**config.mk**
```make
export PLATFORM = sky130hd
export DESIGN_NAME = uart_addr_rx
export DESIGN_NICKNAME = d
export VERILOG_FILES = /design/src/rtl/uarx_pkg.sv /design/src/rtl/uarx_sampler.sv /design/src/rtl/uarx_match.sv /design/src/rtl/uarx_hold.sv /design/src/rtl/uart_addr_rx.sv
export SDC_FILE = /design/constraint.sdc
export NUM_CORES = 1
export LEC_CHECK = 0
export ABC_AREA = 1
export BUFFER_PORTS_ARGS = -buffer_cell sky130_fd_sc_hd__buf_2
export CAP_MARGIN = 20
export CORE_UTILIZATION = 25
export DETAILED_ROUTE_END_ITERATION = 16
export HOLD_SLACK_MARGIN = 0.03
export PLACE_DENSITY = 0.53
export SYNTH_ARGS = -nofsm -noshare
export SYNTH_HDL_FRONTEND = slang
export SYNTH_SLANG_ARGS = --single-unit
```
**constraint.sdc**
```tcl
create_clock -name clk -period 4.25 [get_ports clk]
set_input_delay 0 -clock clk [delete_from_list [all_inputs] [get_ports clk]]
set_output_delay 0 -clock clk [all_outputs]
set_load 0.01 [all_outputs]
```
**src/rtl/uarx_pkg.sv**
```systemverilog
package uarx_pkg;

  typedef enum logic [1:0] {
    RX_IDLE,
    RX_START,
    RX_BITS,
    RX_STOP
  } rx_phase_e;

  // two-of-three majority of the samples around mid-bit
  function automatic logic vote3(input logic a, input logic b, input logic c);
    return (a & b) | (a & c) | (b & c);
  endfunction

endpackage

```
**src/rtl/uarx_sampler.sv**
```systemverilog
module uarx_sampler
  import uarx_pkg::*;
#(
  parameter int OSR       = 16,
  parameter int FRAME_MAX = 10,
  parameter int LEN_W     = 4
) (
  input  logic                 clk,
  input  logic                 rst_n,
  input  logic                 tick,
  input  logic                 line,
  input  logic [LEN_W-1:0]     n_bits,
  output logic [FRAME_MAX-1:0] bits,
  output logic                 done,
  output logic                 stop_hi
);
  localparam int CNT_W = $clog2(OSR);
  localparam int MID   = OSR / 2 - 1;
  localparam logic [CNT_W-1:0] P_EARLY = CNT_W'(MID - 1);
  localparam logic [CNT_W-1:0] P_MID   = CNT_W'(MID);
  localparam logic [CNT_W-1:0] P_LATE  = CNT_W'(MID + 1);
  localparam logic [CNT_W-1:0] P_LAST  = CNT_W'(OSR - 1);

  rx_phase_e        phase;
  logic [CNT_W-1:0] cnt;
  logic [CNT_W-1:0] nxt;
  logic [LEN_W-1:0] idx;
  logic             s_early;
  logic             s_mid;
  logic             vote;

  assign nxt  = cnt + 1'b1;
  assign vote = vote3(s_early, s_mid, line);

  always_ff @(posedge clk or negedge rst_n) begin
    if (!rst_n) begin
      phase   <= RX_IDLE;
      cnt     <= '0;
      idx     <= '0;
      s_early <= 1'b1;
      s_mid   <= 1'b1;
      bits    <= '0;
      done    <= 1'b0;
      stop_hi <= 1'b1;
    end else begin
      done <= 1'b0;
      unique case (phase)
        RX_IDLE: begin
          if (tick && !line) begin
            phase <= RX_START;
            cnt   <= '0;
            bits  <= '0;
          end
        end
        RX_START: begin
          if (tick) begin
            cnt <= nxt;
            if (nxt == P_MID && line) begin
              phase <= RX_IDLE;
            end else if (cnt == P_LAST) begin
              phase <= RX_BITS;
              idx   <= '0;
            end
          end
        end
        RX_BITS: begin
          if (tick) begin
            cnt <= nxt;
            if (nxt == P_EARLY) s_early <= line;
            if (nxt == P_MID)   s_mid   <= line;
            if (nxt == P_LATE) begin
              for (int i = 0; i < FRAME_MAX; i++) begin
                if (LEN_W'(i) == idx) bits[i] <= vote;
              end
            end
            if (cnt == P_LAST) begin
              if (idx == n_bits - 1'b1) phase <= RX_STOP;
              else                      idx   <= idx + 1'b1;
            end
          end
        end
        RX_STOP: begin
          if (tick) begin
            cnt <= nxt;
            if (nxt == P_EARLY) s_early <= line;
            if (nxt == P_MID)   s_mid   <= line;
            if (nxt == P_LATE) begin
              done    <= 1'b1;
              stop_hi <= vote;
              phase   <= RX_IDLE;
            end
          end
        end
        default: phase <= RX_IDLE;
      endcase
    end
  end

endmodule

```
**src/rtl/uarx_match.sv**
```systemverilog
module uarx_match #(
  parameter int W  = 9,
  parameter int NM = 2
) (
  input  logic [W-1:0]         word,
  input  logic                 marked,
  input  logic [NM-1:0]        en,
  input  logic [NM-1:0][W-1:0] vals,
  output logic                 keep
);
  logic [NM-1:0] hit;

  for (genvar g = 0; g < NM; g++) begin : g_cmp
    assign hit[g] = en[g] && (word == vals[g]);
  end

  // no comparator enabled: open; otherwise a marked word must hit one
  assign keep = (en == '0) || (marked && (|hit));

endmodule

```
**src/rtl/uarx_hold.sv**
```systemverilog
module uarx_hold #(
  parameter int W = 9
) (
  input  logic         clk,
  input  logic         rst_n,
  input  logic         wr,
  input  logic [W-1:0] din,
  input  logic         perr_in,
  input  logic         ferr_in,
  output logic [W-1:0] dout,
  output logic         rdy,
  output logic         perr,
  output logic         ferr
);
  always_ff @(posedge clk or negedge rst_n) begin
    if (!rst_n) begin
      dout <= '0;
      rdy  <= 1'b0;
      perr <= 1'b0;
      ferr <= 1'b0;
    end else begin
      rdy <= wr;
      if (wr) begin
        dout <= din;
        perr <= perr_in;
        ferr <= ferr_in;
      end
    end
  end

endmodule

```
**src/rtl/uart_addr_rx.sv**
```systemverilog
module uart_addr_rx #(
  parameter int BASE_W    = 8,
  parameter int OSR       = 16,
  parameter int NUM_MATCH = 2,
  parameter int SYNC_LEN  = 2
) (
  input  logic                           clk,
  input  logic                           rst_n,
  input  logic                           rx_in,
  input  logic                           os_tick,
  input  logic                           cfg_nine,
  input  logic                           cfg_par_en,
  input  logic                           cfg_par_odd,
  input  logic                           cfg_tenth,
  input  logic [NUM_MATCH-1:0]           match_en,
  input  logic [NUM_MATCH-1:0][BASE_W:0] match_val,
  output logic [BASE_W:0]                rx_data,
  output logic                           rx_rdy,
  output logic                           rx_perr,
  output logic                           rx_ferr
);
  localparam int MAX_W     = BASE_W + 1;
  localparam int FRAME_MAX = BASE_W + 2;
  localparam int LEN_W     = $clog2(FRAME_MAX + 1);

  function automatic logic [LEN_W-1:0] frame_len(input logic nine, input logic tenth);
    return LEN_W'(BASE_W) + LEN_W'(nine) + LEN_W'(tenth);
  endfunction

  function automatic logic [LEN_W-1:0] word_len(input logic [LEN_W-1:0] flen, input logic par);
    return flen - LEN_W'(par);
  endfunction

  function automatic logic [MAX_W-1:0] take_word(input logic [FRAME_MAX-1:0] b,
                                                 input logic [LEN_W-1:0] wlen);
    logic [MAX_W-1:0] w;
    w = '0;
    for (int i = 0; i < MAX_W; i++) begin
      if (LEN_W'(i) < wlen) w[i] = b[i];
    end
    return w;
  endfunction

  function automatic logic pick_bit(input logic [FRAME_MAX-1:0] b, input logic [LEN_W-1:0] pos);
    logic v;
    v = 1'b0;
    for (int i = 0; i < FRAME_MAX; i++) begin
      if (LEN_W'(i) == pos) v = b[i];
    end
    return v;
  endfunction

  function automatic logic parity_bad(input logic [MAX_W-1:0] w, input logic pbit, input logic odd);
    return (^w) ^ pbit ^ odd;
  endfunction

  // line synchronizer, idle high
  logic [SYNC_LEN-1:0] sync_q;
  logic                line_s;

  always_ff @(posedge clk or negedge rst_n) begin
    if (!rst_n) sync_q <= '1;
    else        sync_q <= {sync_q[SYNC_LEN-2:0], rx_in};
  end
  assign line_s = sync_q[SYNC_LEN-1];

  logic [LEN_W-1:0]     flen;
  logic [LEN_W-1:0]     wlen;
  logic [FRAME_MAX-1:0] frm_bits;
  logic                 frm_done;
  logic                 frm_stop_hi;
  logic [MAX_W-1:0]     frm_word;
  logic                 frm_pbit;
  logic                 frm_marked;
  logic                 frm_keep;
  logic                 frm_perr;
  logic                 frm_write;

  assign flen = frame_len(cfg_nine, cfg_tenth);
  assign wlen = word_len(flen, cfg_par_en);

  uarx_sampler #(
    .OSR      (OSR),
    .FRAME_MAX(FRAME_MAX),
    .LEN_W    (LEN_W)
  ) u_samp (
    .clk    (clk),
    .rst_n  (rst_n),
    .tick   (os_tick),
    .line   (line_s),
    .n_bits (flen),
    .bits   (frm_bits),
    .done   (frm_done),
    .stop_hi(frm_stop_hi)
  );

  assign frm_word   = take_word(frm_bits, wlen);
  assign frm_pbit   = pick_bit(frm_bits, flen - 1'b1);
  assign frm_marked = pick_bit({1'b0, frm_word}, wlen - 1'b1);
  assign frm_perr   = cfg_par_en && parity_bad(frm_word, frm_pbit, cfg_par_odd);

  uarx_match #(
    .W (MAX_W),
    .NM(NUM_MATCH)
  ) u_match (
    .word  (frm_word),
    .marked(frm_marked),
    .en    (match_en),
    .vals  (match_val),
    .keep  (frm_keep)
  );

  assign frm_write = frm_done && frm_keep;

  uarx_hold #(
    .W(MAX_W)
  ) u_hold (
    .clk    (clk),
    .rst_n  (rst_n),
    .wr     (frm_write),
    .din    (frm_word),
    .perr_in(frm_perr),
    .ferr_in(!frm_stop_hi),
    .dout   (rx_data),
    .rdy    (rx_rdy),
    .perr   (rx_perr),
    .ferr   (rx_ferr)
  );

endmodule

```
==> flow_metrics.py <==
metrics = {
    "critical_path": {
        "crit_arrival_ns": 2.42,
        "path_max_fanout": 11,
        "critPathCaptureType": "flop",
        "rr_worst_depth": 6,
        "r2r_slack_ns": 2.36,
        "r2r-end": "u_samp.bits[6]",
        "cp-start-kind": "primary input",
        "required_ns": 4.43,
        "worstSetupPathType": "primary input to flop",
    },
    "synth": {
        "synth_cell_types": 26,
        "synth_nets": 422,
        "yosysWarningCount": 0,
        "ys_seq_elements": 38,
        "syn_avg_cell_area_um2": 6.765,
        "synth_seq_area_share_pct": 37.14,
        "syn_inst": 381,
        "synth_area_um2": 2577,
    },
    "sta": {
        "worst_clock_skew_ns": 0.002864,
        "fin_crit_sh_pct": 52.77,
        "tightest_slew_ns": 0.8507,
        "rsz0062_at_grt": "false",
        "drv_slew": 0,
        "final.min_clock_period_ns": 2.243,
        "finalSetupViolCount": 0,
        "setup_tns_ns": 0,
        "max_freq_mhz": 445.9,
        "maxSlewHeadroom_pct": 43.29,
        "hold_viol_final": 0,
    },
    "run": {
        "drv_cap": 0,
    },
    "global_route": {
        "grt_pass1_vias": 2304,
        "track_usage_pct": 12.14,
        "grt_busiest_layer": "met2",
        "grt_pass1_wl_mm": 10.64,
        "grt.met3_usage_pct": 2.958,
        "grt_max_degree": 39,
        "antenna_found_initial": 0,
        "grt_util_met2_pct": 20.04,
        "grt_use_met1_pct": 15.93,
        "gr-total-overflow": 0,
    },
    "floorplan": {
        "dieArea_um2": 10720,
        "fp.coreArea_um2": 9864,
        "rows": 36,
        "die_w_um": 103.5,
        "io_pins": 40,
        "die_height_um": 103.5,
        "initial_core_util_pct": 26.13,
    },
    "drt": {
        "vias": 2342,
        "drtAntennaViolNets": 0,
        "viasPerCell": 4.205,
        "dr.pass1.iters": 4,
        "first_iter_violations": 101,
        "wirelength_mm": 6.020,
        "drc": 0,
        "post_drt_wl_per_cell_um": 10.81,
    },
    "clock_network": {
        "ctsHtreeMaxLevel": 2,
        "clkLatencyLatePin_ns": 0.28,
        "numCtsBuffers": 5,
        "clkTransAtPathRegs_ns": 0.08,
        "cts_root_buf": "clkbuf_8",
        "clockBufferDepth": 2,
        "cts.sinks": 38,
        "cts_tree": "built",
    },
    "min_path": {
        "min-delay-start": "os_tick",
        "holdPathStages": 3,
        "hold_class": "primary input to flop",
        "holdPathEnd": "u_samp.cnt[3]",
    },
    "pwr": {
        "powerDensity_nw_per_um2": 351.6,
        "ir_drop_mv": 0.1761,
        "p_leak_nw": 1.676,
        "finalPower_mw": 1.075,
    },
    "layout": {
        "area_delta_synth_final_pct": 18.59,
        "final_common_cell": "nand2_1",
        "num-fill-cells": 1082,
        "layout.cells.most_common_list": "nand2_1 (136), inv_1 (56), buf_2 (39), dfrtp_1 (33), nor2_1 (30)",
        "fin_cells": 557,
        "diodes": 0,
        "drive_gt1_share_pct": 14.62,
        "fin_util_pct": 30.99,
        "final_net_count": 464,
    },
    "place": {
        "placed_cells": 547,
        "io_buffer_count": 39,
        "hpwl_mm": 4.860,
        "gp_congestion": 0.7917,
    },
    "outcome": {
        "status": "finished clean",
    },
}
==> worst max path at each step <==
stage	startpoint	slack, ns	endpoint
final	cfg_nine	2.01	u_hold.dout[3]
after global routing	cfg_nine	1.66	u_hold.perr
after CTS	cfg_nine	1.98	u_hold.dout[3]
after detailed placement	cfg_nine	1.68	u_hold.perr
after global placement	cfg_nine	1.77	u_hold.perr
after floorplan	cfg_nine	2.13	u_hold.dout[4]
==> cell families (layout without fill, tap and decap cells) <==
group                    after synthesis  in the layout  share of synthesized area [%]
buffers and inverters                 65            108                          10.34
XOR/XNOR                              10             10                          3.398
AND/OR/NAND/NOR                      208            208                          33.06
adder cells (fa/ha/maj)               13             13                          6.602
AO/OA/AOI/OAI                         47             47                          9.466
flip-flops                            38             38                          37.14
==> where the power goes <==
part | switching, mW | internal [mW]
combinational | 0.161 | 0.0993
sequential | 0.0406 | 0.394
clock | 0.129 | 0.250
total | 0.331 | 0.744
==> layout make-up <==
class                           count  area [um^2]  share of cell area, %
Clock buffer                        6        82.58                  2.702
Clock inverter                      2        60.06                  1.965
Inverter                           59        221.5                  7.245
Multi-Input combinational cell    278         1354                  44.29
Sequential cell                    38        957.2                  31.31
Tap cell                          133        166.4                  5.444
Timing Repair Buffer               41        215.2                  7.041
==> state kept, by name, indices dropped and copies added, names as in the netlist, 2 cells and up, named ones only <==
signal / cells
u_samp.idx: 4
u_samp.cnt: 4
u_hold.dout: 9
sync_q: 2
u_samp.bits: 10
==> Yosys cell counts (all sizes together) <==
cell / count / share of area, %
a21oi: 15 / 2.9
and2: 1 / 0.24
buf: 6 / 1.7
dfrtp: 33 / 32
dfstp: 5 / 5.1
fa: 1 / 0.78
ha: 12 / 5.8
inv: 59 / 8.6
nand2: 141 / 21
nand3: 28 / 5.4
nand3b: 3 / 0.87
nand4: 1 / 0.24
nor2: 31 / 4.6
nor3: 2 / 0.39
o211ai: 3 / 0.87
o21ai: 28 / 5.4
o22ai: 1 / 0.24
or2: 1 / 0.24
xnor2: 3 / 1.0
xor2: 7 / 2.4
==> layer usage <==
metal,vias up,part of all wire (%)
met5,-,0
met4,0,0.85
met3,4,5.8
met2,49,45
met1,1027,48
li1,1262,-
==> per-stage QoR <==
stage | hold WS (ns) | worst slack [ns] | cell area [um^2]
after floorplan | -0.2956 | 2.133 | 2577
after global placement | 0.1053 | 1.773 | 2894
after detailed placement | 0.1061 | 1.679 | 2894
after CTS | 0.03810 | 1.984 | 3057
after global routing | 0.05639 | 1.658 | 3057
final | 0.05580 | 2.007 | 3057
==> critical path, cell delays in order <==
cell,delay (ns)
buf_2,0.09
inv_1,0.06
ha_1,0.31
inv_1,0.07
ha_1,0.18
ha_1,0.36
nand2_1,0.11
inv_1,0.04
ha_1,0.16
inv_1,0.05
nand2_1,0.06
nand2_1,0.06
o211ai_1,0.08
o21ai_0,0.08
nand2_1,0.06
nand2_1,0.07
nand2_2,0.06
nand2_2,0.17
nand2_2,0.18
nand2_1,0.12
nand2_1,0.05
==> what timing repair did <==
action / 4_1_cts / 5_1_grt
gates resized for setup: 0 / 0
endpoints found under the hold margin: 34 / 0
hold buffers: 2 / 0
setup buffers: 0 / 0
Power figures use the tool's default switching activity.
